`src/rtl/chirp_pkg.sv`:
```
package chirp_pkg;
  localparam int FTW_W   = 32;
  localparam int RATE_W  = 16;
  localparam int ADDR_W  = 2;
  localparam int PRE_DIV = 8;

  typedef enum logic [ADDR_W-1:0] {
    SEL_START = 2'd0,
    SEL_STEP  = 2'd1,
    SEL_RATE  = 2'd2,
    SEL_NONE  = 2'd3
  } reg_sel_e;
endpackage

```
`src/rtl/chirp_regfile.sv`:
```
module chirp_regfile
  import chirp_pkg::*;
#(
  parameter int W_FTW  = FTW_W,
  parameter int W_RATE = RATE_W
) (
  input  logic              clk,
  input  logic              rst_n,
  input  logic              wr_en,
  input  logic [ADDR_W-1:0] wr_addr,
  input  logic [W_FTW-1:0]  wr_data,
  output logic [W_FTW-1:0]  start_word,
  output logic [W_FTW-1:0]  step_word,
  output logic [W_RATE-1:0] rate_word
);
  logic [W_FTW-1:0]  start_d, step_d;
  logic [W_RATE-1:0] rate_d;
  logic              en_start, en_step, en_rate;

  // Address decode: one clock enable per register
  always_comb begin
    en_start = wr_en && (reg_sel_e'(wr_addr) == SEL_START);
    en_step  = wr_en && (reg_sel_e'(wr_addr) == SEL_STEP);
    en_rate  = wr_en && (reg_sel_e'(wr_addr) == SEL_RATE);
  end

  always_comb begin
    start_d = start_word;
    step_d  = step_word;
    rate_d  = rate_word;
    if (en_start) start_d = wr_data;
    if (en_step)  step_d  = wr_data;
    if (en_rate)  rate_d  = wr_data[W_RATE-1:0];
  end

  always_ff @(posedge clk or negedge rst_n) begin
    if (!rst_n) begin
      start_word <= '0;
      step_word  <= '0;
      rate_word  <= '0;
    end else begin
      start_word <= start_d;
      step_word  <= step_d;
      rate_word  <= rate_d;
    end
  end
endmodule

```
`src/rtl/chirp_prescaler.sv`:
```
module chirp_prescaler #(
  parameter int DIV = 8
) (
  input  logic clk,
  input  logic rst_n,
  input  logic clear,
  input  logic run,
  output logic tick
);
  localparam int CW = (DIV > 1) ? $clog2(DIV) : 1;
  localparam logic [CW-1:0] LAST = CW'(DIV - 1);

  logic [CW-1:0] cnt_q, cnt_d;

  always_comb begin
    cnt_d = cnt_q;
    if (clear)
      cnt_d = '0;
    else if (run)
      cnt_d = (cnt_q == LAST) ? '0 : cnt_q + 1'b1;
  end

  always_ff @(posedge clk or negedge rst_n) begin
    if (!rst_n) cnt_q <= '0;
    else        cnt_q <= cnt_d;
  end

  assign tick = run && !clear && (cnt_q == LAST);
endmodule

```
`src/rtl/chirp_rate_timer.sv`:
```
module chirp_rate_timer #(
  parameter int W_RATE = 16
) (
  input  logic              clk,
  input  logic              rst_n,
  input  logic              load,
  input  logic              tick,
  input  logic [W_RATE-1:0] reload_val,
  output logic              expire,
  output logic [W_RATE-1:0] remaining
);
  localparam logic [W_RATE-1:0] ONE = W_RATE'(1);

  logic [W_RATE-1:0] cnt_q, cnt_d;

  assign expire = tick && !load && (cnt_q == ONE);

  always_comb begin
    cnt_d = cnt_q;
    if (load || expire)
      cnt_d = reload_val;
    else if (tick && (cnt_q != '0))
      cnt_d = cnt_q - ONE;
  end

  always_ff @(posedge clk or negedge rst_n) begin
    if (!rst_n) cnt_q <= '0;
    else        cnt_q <= cnt_d;
  end

  assign remaining = cnt_q;
endmodule

```
`src/rtl/chirp_freq_acc.sv`:
```
module chirp_freq_acc #(
  parameter int W_FTW = 32
) (
  input  logic             clk,
  input  logic             rst_n,
  input  logic             load,
  input  logic             step,
  input  logic [W_FTW-1:0] start_word,
  input  logic [W_FTW-1:0] step_word,
  output logic [W_FTW-1:0] acc,
  output logic [W_FTW-1:0] step_act
);
  logic [W_FTW-1:0] acc_d, step_d;

  always_comb begin
    acc_d  = acc;
    step_d = step_act;
    if (load) begin
      acc_d  = start_word;
      step_d = step_word;
    end else if (step) begin
      acc_d  = acc + step_act;   // modulo 2^W_FTW, sign carried by the step
      step_d = step_word;
    end
  end

  always_ff @(posedge clk or negedge rst_n) begin
    if (!rst_n) begin
      acc      <= '0;
      step_act <= '0;
    end else begin
      acc      <= acc_d;
      step_act <= step_d;
    end
  end
endmodule

```
`src/rtl/chirp_sweep_gen.sv`:
```
module chirp_sweep_gen
  import chirp_pkg::*;
#(
  parameter int W_FTW  = FTW_W,
  parameter int W_RATE = RATE_W,
  parameter int DIV    = PRE_DIV
) (
  input  logic              clk,
  input  logic              rst_n,
  input  logic              wr_en,
  input  logic [ADDR_W-1:0] wr_addr,
  input  logic [W_FTW-1:0]  wr_data,
  input  logic              start,
  output logic [W_FTW-1:0]  ftw_out
);
  logic              start_q;
  logic              load, run;
  logic              presc_tick, expire;
  logic [W_FTW-1:0]  start_word, step_word, step_act;
  logic [W_RATE-1:0] rate_word, remaining;

  always_ff @(posedge clk or negedge rst_n) begin
    if (!rst_n) start_q <= 1'b0;
    else        start_q <= start;
  end

  assign load = start && !start_q;
  assign run  = start && start_q;

  chirp_regfile #(.W_FTW(W_FTW), .W_RATE(W_RATE)) regs_i (
    .clk(clk), .rst_n(rst_n), .wr_en(wr_en), .wr_addr(wr_addr),
    .wr_data(wr_data), .start_word(start_word), .step_word(step_word),
    .rate_word(rate_word)
  );

  chirp_prescaler #(.DIV(DIV)) presc_i (
    .clk(clk), .rst_n(rst_n), .clear(load), .run(run), .tick(presc_tick)
  );

  chirp_rate_timer #(.W_RATE(W_RATE)) timer_i (
    .clk(clk), .rst_n(rst_n), .load(load), .tick(presc_tick),
    .reload_val(rate_word), .expire(expire), .remaining(remaining)
  );

  chirp_freq_acc #(.W_FTW(W_FTW)) acc_i (
    .clk(clk), .rst_n(rst_n), .load(load), .step(expire),
    .start_word(start_word), .step_word(step_word),
    .acc(ftw_out), .step_act(step_act)
  );
endmodule

```
`config.mk`:
```
export PLATFORM = sky130hd
export DESIGN_NAME = chirp_sweep_gen
export DESIGN_NICKNAME = d
export VERILOG_FILES = /design/src/rtl/chirp_pkg.sv /design/src/rtl/chirp_regfile.sv /design/src/rtl/chirp_prescaler.sv /design/src/rtl/chirp_rate_timer.sv /design/src/rtl/chirp_freq_acc.sv /design/src/rtl/chirp_sweep_gen.sv
export SDC_FILE = /design/constraint.sdc
export NUM_CORES = 1
export LEC_CHECK = 0
export ABC_AREA = 1
export BUFFER_PORTS_ARGS = -buffer_cell sky130_fd_sc_hd__buf_2
export CAP_MARGIN = 20
export CORE_ASPECT_RATIO = 0.6
export CORE_MARGIN = 1.5
export CORE_UTILIZATION = 43
export CTS_BUF_LIST = sky130_fd_sc_hd__clkbuf_16
export CTS_CLUSTER_SIZE = 10
export DETAILED_ROUTE_END_ITERATION = 12
export SYNTH_ARGS = -nofsm -noshare
export SYNTH_HDL_FRONTEND = slang
export SYNTH_SLANG_ARGS = --single-unit
```
`constraint.sdc`:
```
create_clock -name clk -period 4.7 [get_ports clk]
set_input_delay 0.235 -clock clk [delete_from_list [all_inputs] [get_ports clk]]
set_output_delay 0.235 -clock clk [all_outputs]
set_load 0.01 [all_outputs]
```
* Word level (Yosys, flattened, before mapping) *
Cells that the tools add are included.

storage, ports and cells
  bits in registers = 164
  latch bits = 0
  bits in writable memories = 0
  bits in read-only memories = 0
  output and inout port bits = 32
  memories kept = 0

operators by class
  add/subtract/negate cells = 3
  $mul = 0
  div/mod/pow operators = 0
  magnitude comparators = 0
  equal/unequal tests = 4
  shift operators = 0
  multiplexer cells = 9
  bitwise operators = 0
  reduce and logical (&&, ||, !) cells = 18

operators by type and width
  cell                                                                    number
  32-bit two-way mux                                                      4
  32-bit adder                                                            1
  16-bit two-way mux                                                      2
  16-bit by 1-bit equality test with 1-bit output, second input constant  1
  16-bit nonzero test                                                     1
  16-bit by 1-bit subtractor with 16-bit output, second input constant    1
  1-bit logical AND                                                       10
  3-bit two-way mux                                                       3
  2-bit nonzero test                                                      3
  3-bit by 1-bit adder with 3-bit output, second input constant           1
  3-bit equality test, second input constant                              1
  2-bit by 1-bit equality test with 1-bit output, second input constant   1
  2-bit equality test, second input constant                              1
  1-bit zero test                                                         2
  2-bit zero test                                                         1
  1-bit logical OR                                                        1

* Depth between registers and ports, before layout *
  depth after elaboration = 9
  gate-level depth with buffers = 15
  mapped depth without buffers = 15

* Modules after synthesis *
A second synthesis with hierarchy kept.

unflattened totals
  cells, all modules = 1423
  area, all modules = 9965.8 sq um

by module, submodules not included
  module            instances  cells each  area an instance (sq um)
  chirp_freq_acc    1          836         5053.6
  chirp_regfile     1          355         3350.7
  chirp_rate_timer  1          206         1352.5
  chirp_prescaler   1          21          166.4
  chirp_sweep_gen   1          5           42.5

* Least setup slack after synthesis *
OpenSTA, ideal clock, no wires.

  path type = reg-to-reg
  from = reg acc_i.acc[0]
  to = reg acc_i.acc[24]
  library setup time = 0.116 ns
  arrival = 1.808 ns
  slack = 2.776 ns
  stages on the path, launching flop included = 13
  clock period less this slack = 1.924 ns
  cells stage by stage = dfrtp_1 -> ha_1 -> fa_1 -> nand3_1 -> nand3_1 -> nand2_1 -> nand3_1 -> nand2_1 -> nand3_1 -> nand2_1 -> nand3_1 -> nand2_1 -> nand2_1

on the way
  cells in the longest elaborated chain, start to end = 3

ends and longest elaborated chain
  element                 line                  source
  start, declared         chirp_freq_acc.sv:10  output logic [W_FTW-1:0] acc,
  start signal, assigned  chirp_freq_acc.sv:29  acc <= '0;
  start signal, assigned  chirp_freq_acc.sv:32  acc <= acc_d;
  32-bit adder            chirp_freq_acc.sv:22  acc_d = acc + step_act;
  32-bit two-way mux      chirp_freq_acc.sv:21  end else if (step) begin
  32-bit two-way mux      chirp_freq_acc.sv:18  if (load) begin

No other way between the ends. The select of a mux whose other input is x is not followed.
A chain may end at the register's enable or synchronous reset.

* Worst setup path in the final report *
  from = in start
  to = reg timer_i.cnt_q[2], in the netlist timer_i.remaining[2]

on the way
  cells in the longest elaborated chain, start to end = 8
  elaborated cells between the ends (all ways) = 11
  those cells by class = 1 x mux; 10 x reduce/logical

ends and longest elaborated chain
  element                                                   line                                           source
  start, declared                                           chirp_sweep_gen.sv:13                          input logic start,
  1-bit logical AND                                         chirp_sweep_gen.sv:27                          assign load = start && !start_q;
  1-bit zero test                                           chirp_prescaler.sv:28, chirp_rate_timer.sv:16
  1-bit logical AND (2 in a row)                            chirp_prescaler.sv:28                          assign tick = run && !clear && (cnt_q == LAST);
  1-bit logical AND (2 in a row)                            chirp_rate_timer.sv:16                         assign expire = tick && !load && (cnt_q == ONE);
  1-bit logical OR                                          chirp_rate_timer.sv:20                         if (load || expire)
  16-bit two-way mux or 2-bit nonzero test (tied branches)  n/a
  end signal, assigned                                      chirp_rate_timer.sv:28                         else cnt_q <= cnt_d;
  end, declared                                             chirp_rate_timer.sv:14                         logic [W_RATE-1:0] cnt_q, cnt_d;

Parallel ways exist; a longest one is shown, timed or not.

==> summary.md <==
| Metric | Value |
|---|---|
| Worst reg2reg endpoint | timer_i.remaining[2] |
| P_leak | slightly below 6 nW |
| WP data required | 5010 ps |
| ANT nets after route | 0 |
| Synthesized Nets | ~1400 |
| Syn. warnings | 0 |
| Inserted Diodes | 0 |
| CTS tree | done |
| GR Overflow Total | 0 |
| Status | finished clean |
| Clock latency on the worst-skew pair | 440 ps |
| CTS sink count | 164 |
| Maximum clock path buffer count | 2 |
| Cell breakdown of the critical path | dlygate4sd3_1 > buf_2 > inv_2 > nor2_2 > buf_4 > inv_2 > nand2_2 > buf_4 > nor2_2 > inv_1 > o211ai_1 |
| Critical path arrival | 3220 ps |
| Synth cell types | 31 |
| CP Capture Type | flip-flop |
| Cell family with the largest share of critical-path delay | buffers and inverters |
| Fmax | 0.344 GHz |
| Slew Viols, Final | 0 |
| Final wirelength | 24900 µm |
| Clock-pin transition on the worst setup and hold timing paths | 70 ps |
| Worst setup path end | timer_i.remaining[2] |
| Core Box Area | 20900 µm² |
| Syn Inst Count | 1280 |
| Die ar. | 22200 µm² |
| Clk root buf | clkbuf_16 |
| Post-route non-filler standard cell count | 1631 |
| Post-Syn Area | 9140 µm² |
| Total CTS buffers | 17 |
| Final Hold Viols | 0 |
| Initial antenna violation count | 1 |
| Slew headroom | 37.8% |
| NumNets Final | 1414 |
| Peak VDD IR | between 0.2 and 0.3 mV |
| Slowest Stage Delay on Critical Path | 690 ps |
| Std-Cell Rows | 41 |
| PwrDens | 544 nW/µm² |
| Vias in the first global route | 7300 |
| Vias | 8071 |
| Startpoint types | input pin |
| Global-route wire length before repair | a little over 40000 µm |
| Global router's overall resource usage | about a quarter |
| Worst hold path type | in2reg |
| # setup viols final | 0 |
| Residual DRC count | 0 |
| GPL Wtd Cong | between 0.9 and 1 |
| Min-delay src | wr_data[22] |
| Largest net degree at the start of global routing | 70 |
| Reg2reg setup slack | 1850 ps |
| Starting Density | 43.7% |
| Final Critical Period | between 2000 and 3000 ps |
| Vias/cell | 4.95 |
| DIE WIDTH | between 150 and 200 µm |
| Worst R2R Path Depth | 8 |
| Crit Path Category | in2reg |
| I/O Pins | 70 |
| Max Cap Violations | 0 |
| Final Cell Area | 10300 µm² |
| Critical R2R Launch | start_q |
| Count of TritonRoute iterations in the first routing pass | 5 |
| Setup_tns | 0 ps |
| Critical path depth | 11 |
| Slew @ Worst Pin | 931 ps |
| Seq cells post-synth | 164 |
| Syn avg cell area | between 7 and 8 µm² |
| CP Buf/Inv Count | 7 |
| Hpwl dp | 18200 µm |
| DR WL/cell | 15.3 µm |
| Area delta synth->final | 12.8% |
| Sequential area share after synthesis | 44.9% |
| Final period util | 61.9% |
| CP Max Fanout | 69 |
| H-tree Lvls | 4 |
| Share of cells above drive strength 1 | 8.88% |
| DRC marker count from the first detailed-route iteration | roughly 660 |
| Post-route clock skew | 15.7 ps |
| Crit. Startpoint | start |
| PostCTS Resize Cnt | 0 |
| Cell Area, Placed | 9730 µm² |
| CP max-delay cell | buf_4 |
| Placed Cells | about 1600 |
| IO Port Bufs | 69 |
| RSZ-0062 raised after global routing | false |
| Die height | 116 µm |
## power breakdown
part           leakage (nW)  switching, mW  total, mW  internal, mW
Clock                 0.290          0.594       1.37         0.779
Sequential             2.04          0.286       2.01          1.72
Combinational          3.43           1.45       2.23         0.780
## worst min-delay path by stage
| stage | endpoint | cells past startpoint |
|---|---|---|
| 6_report | regs_i.step_word[22] | 3 |
| 5_1_grt | regs_i.start_word[21] | 3 |
| 4_1_cts | regs_i.step_word[22] | 3 |
| 3_5_place_dp | regs_i.step_word[29] | 1 |
| 3_3_place_gp | regs_i.step_word[29] | 1 |
| 2_1_floorplan | acc_i.acc[0] | 0 |
## registers in the layout, summed over array words and instances, names as in the netlist
signal,cells
presc_i.cnt_q,3
regs_i.rate_word,16
acc_i.step_act,32
regs_i.start_word,32
acc_i.acc,32
start_q,1
regs_i.step_word,32
timer_i.remaining,16
## metrics by stage
step	setup slack, ps	hold WS, ps	power [mW]	util [%]
after floorplan	2780	-60.6	3.51	-
after global placement	1960	279	4.21	46.5
after detailed placement	1880	280	4.23	46.5
after CTS	1810	59.4	5.62	49.3
after global routing	1620	82.9	6.07	49.3
final	1790	66.3	5.61	49.3
## layout by cell type (no fill, tap or decap), types with 4 or more instances in the layout
cell / n
nand2_1: 506
dfrtp_1: 164
inv_1: 157
nor2_1: 109
o21ai_0: 94
buf_2: 68
nand3_1: 58
a21oi_1: 53
ha_1: 36
clkbuf_16: 17
xor2_1: 12
o211ai_1: 8
nor3_1: 7
xnor2_1: 7
buf_4: 6
inv_2: 5
nand4_1: 5
nor2_2: 4
nand2_2: 4
## tightest hold or removal path, cell delays in order
cell,delay [ps]
buf_2,100
inv_1,50
o21ai_0,70
## area by class of cell
class                      instances  area [µm²]
fill                            2108       10600
multi-input combinational        920        4260
sequential                       164        4100
inverter                         158         593
timing repair buffer              78         437
clock buffer                      17         425
tap                              279         349
clock inverter                    15         143
## layer usage
layer,up-vias,global-route usage [%],share of wire (%)
li1,4114,-,-
met1,3718,41.1,58
met2,225,29.3,36
met3,14,4.48,5.9
met4,0,4.84,0.70
met5,-,0,0
## synth_stat cells, drive strengths merged
cell / number / area share (%)
a21oi: 53 / 2.9
o31ai: 1 / 0.082
nand2: 510 / 21
fa: 1 / 0.22
a21o: 1 / 0.082
nand4: 5 / 0.34
a31oi: 3 / 0.21
inv: 158 / 6.5
and2: 1 / 0.068
nor4: 2 / 0.14
o211ai: 8 / 0.66
nor2: 114 / 4.9
or2: 1 / 0.068
o21bai: 3 / 0.25
o21ai: 95 / 5.2
xnor2: 7 / 0.67
nand3: 59 / 3.2
dfrtp: 164 / 45
nor3: 7 / 0.38
buf: 17 / 1.2
clkbuf: 21 / 0.86
xor2: 12 / 1.1
nand3b: 1 / 0.082
ha: 36 / 4.9
## logic make-up (layout without fill, tap and decap cells)
kind of cell	after synthesis	after routing	share of synthesized area [%]
xor+xnor	19	19	1.82
buf+inv	196	268	8.54
compound gates	164	164	9.38
fa+ha+maj	37	37	5.15
flops	164	164	44.9
simple gates	700	700	30.2
## what timing repair did
action | in CTS | in global routing
hold buffers | 2 | 0
buffers inserted | 0 | 0
endpoints found under the hold margin | 67 | 0
No activity file was read; power rests on OpenSTA's default activity.
